[src/rtl/tmr_pkg.sv]
package tmr_pkg;
  // strobes the decoder hands to the datapath
  typedef struct packed {
    logic valueWr;
    logic reloadWr;
    logic rdValue;
    logic rdReload;
    logic rdCap;
    logic rdChan;
  } unitStrobeT;
endpackage

[src/rtl/tmr_ctrl.sv]
module tmr_ctrl
  import tmr_pkg::*;
#(
  parameter int NUM_CH = 2
) (
  input  logic              clk,
  input  logic              rstN,
  input  logic              accValid,
  input  logic              accWrite,
  input  logic [7:0]        accAddr,
  output unitStrobeT        strobe,
  output logic [NUM_CH-1:0] chanValid,
  output logic [1:0]        chanOff,
  output logic [2:0]        chanIdx
);
  localparam logic [4:0] LAST_WIN = 5'(NUM_CH);

  logic [3:0] win;
  logic [1:0] word;
  logic       aligned;
  logic       unitHit;
  logic       chanHit;

  assign win     = accAddr[7:4];
  assign word    = accAddr[3:2];
  assign aligned = (accAddr[1:0] == 2'b00);
  assign unitHit = accValid && aligned && (win == 4'd0) && (word != 2'd3);
  assign chanHit = accValid && aligned && (win != 4'd0) &&
                   ({1'b0, win} <= LAST_WIN) && (word != 2'd3);

  always_comb begin
    strobe          = '0;
    strobe.valueWr  = unitHit && accWrite && (word == 2'd0);
    strobe.reloadWr = unitHit && accWrite && (word == 2'd1);
    strobe.rdValue  = unitHit && !accWrite && (word == 2'd0);
    strobe.rdReload = unitHit && !accWrite && (word == 2'd1);
    strobe.rdCap    = unitHit && !accWrite && (word == 2'd2);
    strobe.rdChan   = chanHit && !accWrite;
  end

  assign chanOff = word;
  assign chanIdx = 3'(win - 4'd1);

  for (genvar n = 0; n < NUM_CH; n++) begin : g_sel
    assign chanValid[n] = chanHit && (win == 4'(n + 1));
  end

  // at most one channel selected
  p_chan_onehot_r9: assert property (@(posedge clk) disable iff (!rstN)
    $onehot0(chanValid));
  // misaligned access reaches nothing
  p_misaligned_quiet_r10: assert property (@(posedge clk) disable iff (!rstN)
    (accValid && accAddr[1:0] != 2'b00) |-> (chanValid == '0 && strobe == '0));
  // offset 0xC of any window reaches nothing
  p_offc_quiet_r10: assert property (@(posedge clk) disable iff (!rstN)
    (accAddr[3:2] == 2'd3) |-> (chanValid == '0 && strobe == '0));
endmodule

[src/rtl/tmr_dpath.sv]
module tmr_dpath
  import tmr_pkg::*;
#(
  parameter int NUM_CH   = 2,
  parameter int IRQ_BASE = 8,
  parameter int PRESC_W  = 16
) (
  input  logic                 clk,
  input  logic                 rstN,
  input  unitStrobeT           strobe,
  input  logic [2:0]           chanIdx,
  input  logic [31:0]          accWdata,
  input  logic [32*NUM_CH-1:0] chanRdata,
  output logic [31:0]          accRdata,
  output logic                 tickEn
);
  localparam logic [31:0] CAP_WORD = 32'(NUM_CH % 8) | (32'(IRQ_BASE % 32) << 3) | 32'h300;

  logic [PRESC_W-1:0] cnt;
  logic [PRESC_W-1:0] reloadReg;
  logic [31:0]        chanWord [NUM_CH];

  assign tickEn = (cnt == '0);

  always_ff @(posedge clk or negedge rstN) begin
    if (!rstN) begin
      cnt       <= '0;
      reloadReg <= '0;
    end else begin
      if (strobe.reloadWr) reloadReg <= accWdata[PRESC_W-1:0];
      if (strobe.valueWr)  cnt <= accWdata[PRESC_W-1:0];
      else if (tickEn)     cnt <= reloadReg;
      else                 cnt <= cnt - 1'b1;
    end
  end

  for (genvar n = 0; n < NUM_CH; n++) begin : g_word
    assign chanWord[n] = chanRdata[32*n +: 32];
  end

  always_comb begin
    accRdata = '0;
    if (strobe.rdValue)  accRdata = 32'(cnt);
    if (strobe.rdReload) accRdata = 32'(reloadReg);
    if (strobe.rdCap)    accRdata = CAP_WORD;
    for (int n = 0; n < NUM_CH; n++) begin
      if (strobe.rdChan && chanIdx == 3'(n)) accRdata = chanWord[n];
    end
  end

  // a non-zero count steps down by one
  p_count_down_r4: assert property (@(posedge clk) disable iff (!rstN)
    (!tickEn && !strobe.valueWr) |=> (cnt == $past(cnt) - 1'b1));
  // with non-zero reload a tick lasts a single clock
  p_tick_single_r4: assert property (@(posedge clk) disable iff (!rstN)
    (tickEn && reloadReg != '0 && !strobe.valueWr && !strobe.reloadWr) |=> !tickEn);
  // a value write lands in the counter
  p_value_load_r5: assert property (@(posedge clk) disable iff (!rstN)
    strobe.valueWr |=> (cnt == $past(accWdata[PRESC_W-1:0])));
  // reload only moves on its own write
  p_reload_hold_r6: assert property (@(posedge clk) disable iff (!rstN)
    !strobe.reloadWr |=> $stable(reloadReg));
endmodule

[src/rtl/tmr_unit_front.sv]
module tmr_unit_front
  import tmr_pkg::*;
#(
  parameter int NUM_CH   = 2,
  parameter int IRQ_BASE = 8
) (
  input  logic                 clk,
  input  logic                 rstN,
  input  logic                 accValid,
  input  logic                 accWrite,
  input  logic [7:0]           accAddr,
  input  logic [31:0]          accWdata,
  output logic [31:0]          accRdata,
  output logic                 tickEn,
  output logic [NUM_CH-1:0]    chanValid,
  output logic                 chanWrite,
  output logic [1:0]           chanOff,
  output logic [31:0]          chanWdata,
  input  logic [32*NUM_CH-1:0] chanRdata
);
  unitStrobeT strobe;
  logic [2:0] chanIdx;

  tmr_ctrl #(.NUM_CH(NUM_CH)) ctrl_i (
    .clk(clk), .rstN(rstN), .accValid(accValid), .accWrite(accWrite),
    .accAddr(accAddr), .strobe(strobe), .chanValid(chanValid),
    .chanOff(chanOff), .chanIdx(chanIdx)
  );

  tmr_dpath #(.NUM_CH(NUM_CH), .IRQ_BASE(IRQ_BASE), .PRESC_W(16)) dpath_i (
    .clk(clk), .rstN(rstN), .strobe(strobe), .chanIdx(chanIdx),
    .accWdata(accWdata), .chanRdata(chanRdata), .accRdata(accRdata),
    .tickEn(tickEn)
  );

  assign chanWrite = accWrite;
  assign chanWdata = accWdata;
endmodule

[config.mk]
export PLATFORM = sky130hd
export DESIGN_NAME = tmr_unit_front
export DESIGN_NICKNAME = d
export VERILOG_FILES = /design/src/rtl/tmr_pkg.sv /design/src/rtl/tmr_ctrl.sv /design/src/rtl/tmr_dpath.sv /design/src/rtl/tmr_unit_front.sv
export SDC_FILE = /design/constraint.sdc
export NUM_CORES = 1
export LEC_CHECK = 0
export BUFFER_PORTS_ARGS = -buffer_cell sky130_fd_sc_hd__buf_2
export CAP_MARGIN = 0
export CORE_ASPECT_RATIO = 0.75
export CORE_MARGIN = 3
export CORE_UTILIZATION = 30
export CTS_CLUSTER_SIZE = 10
export DETAILED_ROUTE_END_ITERATION = 8
export RECOVER_POWER = 100
export SETUP_SLACK_MARGIN = 0.2
export SYNTH_ARGS = -nofsm -noshare
export SYNTH_HDL_FRONTEND = slang
export SYNTH_SLANG_ARGS = --single-unit
[constraint.sdc]
create_clock -name clk -period 2.4 [get_ports clk]
set_clock_uncertainty 0.1 [all_clocks]
set_input_delay 0.36 -clock clk [delete_from_list [all_inputs] [get_ports clk]]
set_output_delay 0.36 -clock clk [all_outputs]
set_load 0.03 [all_outputs]
==> flow_summary_export.csv <==
group,metric,value,unit
global_routing,grt_max_degree,33,
cts,root_buffer,"clkbuf_16",
floorplanning,dieHeight,88.4,um
yosys,synth-async-reset-ratio,100,%
floorplanning,io_pins,178,
status,status,"complete, but fails checks",
timing,rsz0062_at_grt,"true",
cells_and_area,syn_to_final_growth,55.9,%
yosys,yosys_most_used_dff,"dfrtp_1",
power,p_switching,0.632,mW
cells_and_area,design_area,0.00423,mm2
timing,fin_crit_sh,98.0,%
timing,finalHoldViolCount,0,
critical_path,crit_arrival,1890,ps
floorplanning,die_area,0.0102,mm2
power,peakVddDrop,0.000238,V
drt,wirelength,9340,um
critical_path,startpoint_type,"primary input",
cells_and_area,mostFrequentLayoutCell,"buf_2",
yosys,avgSynthCellArea,8.84,um2
cts,cts_buffers,5,
yosys,synth_cells,307,
power,internal_power,1.38,mW
drt,met2WireLength,4510,um
power,power_density,476,mW/mm2
run,maxCapViolations,1,
floorplanning,start_util,31.4,%
global_routing,first_global_vias,2646,
yosys,synth_fp_nets,417,
drt,drtIter0Drc,95,
cts,clock_sinks,32,
yosys,synth-edff-count,0,
placed_design,port_buffers,145,
cts,clkSlewWorstSetupHoldPaths,50,ps
drt,dr.pass1.iters,4,
cts,cts_max_path_buffers,2,
hold_path,hp-class,"primary input to flip-flop",
critical_path,crit_required,1940,ps
timing,tns,0,ps
timing,min_period,2350,ps
yosys,ys_types,55,
timing,drv_slew,33,
global_routing,grt_pass1_wl,13800,um
global_routing,antenna_found_initial,0,
timing,maxSlewHeadroom,-18.6,%
global_routing,track_usage,17.3,%
cells_and_area,fin_nets,542,
timing,finalSetupViolCount,0,
cells_and_area,final_cell_mix,"90 x buf_2, 37 x buf_6, 32 x dfrtp_1",
floorplanning,core,0.00864,mm2
yosys,yosysSeqAreaShare,29.5,%
cells_and_area,layout-drive-gt1-share,52.4,%
status,violations,"max-capacitance violations, max-slew violations",
drt,wl_met3,595,um
drt,postRouteAntennaNets,0,
cts,cts-htree-levels,2,
power,power.total,2.01,mW
critical_path,cp_max_fo,12,
yosys,synth_seq_cells,32,
placed_design,post-dp-hpwl,6990,um
timing,whs,219,ps
power,p_sw_share,31.4,%
power,p_comb_share,24.4,%
critical_path,r2r_cells,6,
timing,fmax,0.425,GHz
floorplanning,fp.dieW,116,um
global_routing,grt_overflow,0,
power,p_leak,1.94,nW
drt,drc,0,
yosys,yosys-top-cells-area,"dfrtp_1 30%, buf_4 11%, mux2i_1 5.5%, a22o_1 5.2%, mux2_2 5.0%",
yosys,syn_area,0.00271,mm2
drt,vias,2807,
yosys,synthDominantCellAreaShare,29.5,%
critical_path,crit_type,"primary input to primary output",
placed_design,placed_cell_area,0.00357,mm2
cts,cts_tree,"done",
cells_and_area,antenna-diode-count,0,
drt,wire_per_inst,17.3,um
critical_path,end_kind,"primary output",
drt,viasPerCell,5.19,
drt,met1_length,4160,um
power,p_seq_share,37.1,%
cts,worstSkewPairLatency,270,ps
yosys,ys.warnings.count,0,
power,p_clk_share,38.5,%
floorplanning,rows,29,
yosys,synth_top_cell_by_area,"dfrtp_1",
timing,worstMarginPinSlew,1780,ps
placed_design,gp_congestion,0.878,
hold_path,worstHoldPathCells,3,
drt,dr.max_layer_used,"met4",
## stage by stage
stage	worst slack (ps)	util (%)	cells
after floorplan	207	-	307
after global placement	18.5	41.3	525
after detailed placement	-34.1	41.3	525
after CTS	81.0	47.8	538
after global routing	-26.7	49.0	541
final	47.3	49.0	541
## worst max-delay path, cell delays in order
cell and delay [ps]:
buf_2 110, or4b_4 570, nor3_4 250, buf_4 270
a221o_1 200, buf_6 130
## path summary, 6_finish.rpt
check                                      start                     to  slack [ps]
max                                   accAddr[0]            accRdata[6]          50
min                                  accWdata[4]         dpath_i.cnt[4]         220
max reg2reg                       dpath_i.cnt[3]         dpath_i.cnt[0]         210
min reg2reg                dpath_i.reloadReg[10]  dpath_i.reloadReg[10]         440
max in group asynchronous                   rstN        dpath_i.cnt[14]         720
min in group asynchronous                   rstN  dpath_i.reloadReg[11]         460
## metal layers
| layer | track usage [%] | vias up |
|---|---|---|
| met5 | 0 | - |
| met4 | 4.53 | 0 |
| met3 | 3.21 | 6 |
| met2 | 29.4 | 98 |
| met1 | 22.7 | 1347 |
| li1 | - | 1356 |
## cell families (layout without fill, tap and decap cells)
logic type               Yosys count  count (layout)  share of synthesized area (%)
flip-flops                        32              32                           29.5
XOR/XNOR                           6               6                           1.94
buffers and inverters             67             193                           15.3
AND/OR/NAND/NOR                   78              78                           16.8
multiplexers                      29              29                           11.3
AO/OA/AOI/OAI                     93              93                           24.2
adder cells (fa/ha/maj)            2               2                          0.922
## sequential cells by signal, indices dropped and copies added, names as in the netlist
name and flops:
dpath_i.reloadReg 16, dpath_i.cnt 16
## power groups by stage
stage               Clock (mW)  Sequential (mW)  Combinational [mW]
floorplan                    0            0.709               0.374
global placement             0            0.753               0.469
detailed placement           0            0.761               0.474
CTS                      0.782            0.752               0.489
global route             0.812            0.757               0.540
finish                   0.775            0.746               0.490
## area by class of cell
class                      count  area [um2]
sequential                    32         801
inverter                      11        41.3
tap                          108         135
clock buffer                   7         153
multi-input combinational    208        1820
clock inverter                 1        30.0
timing repair buffer         174        1250
fill                         798        4410
## synth_stat cells (4+ instances only)
library cell and n:
a21oi_1 9, a22o_1 16, a22oi_1 14, buf_2 7
buf_4 39, clkbuf_1 9, dfrtp_1 32, inv_1 10
mux2_2 12, mux2i_1 15, nand2_1 24, nand3_1 5
nor2_1 13, nor3_1 7, nor3b_1 4, o21ai_0 9
o21ai_1 21, xnor2_1 5
## repair_timing
action                     in CTS  in global routing
gates cloned                    2                  2
gates resized for setup        87                 21
buffers inserted                3                  1
hold buffers                    0                  0
pin swaps                       4                  9
setup endpoints to repair      33                 33
Note: power is estimated with default switching activity, not from simulation.
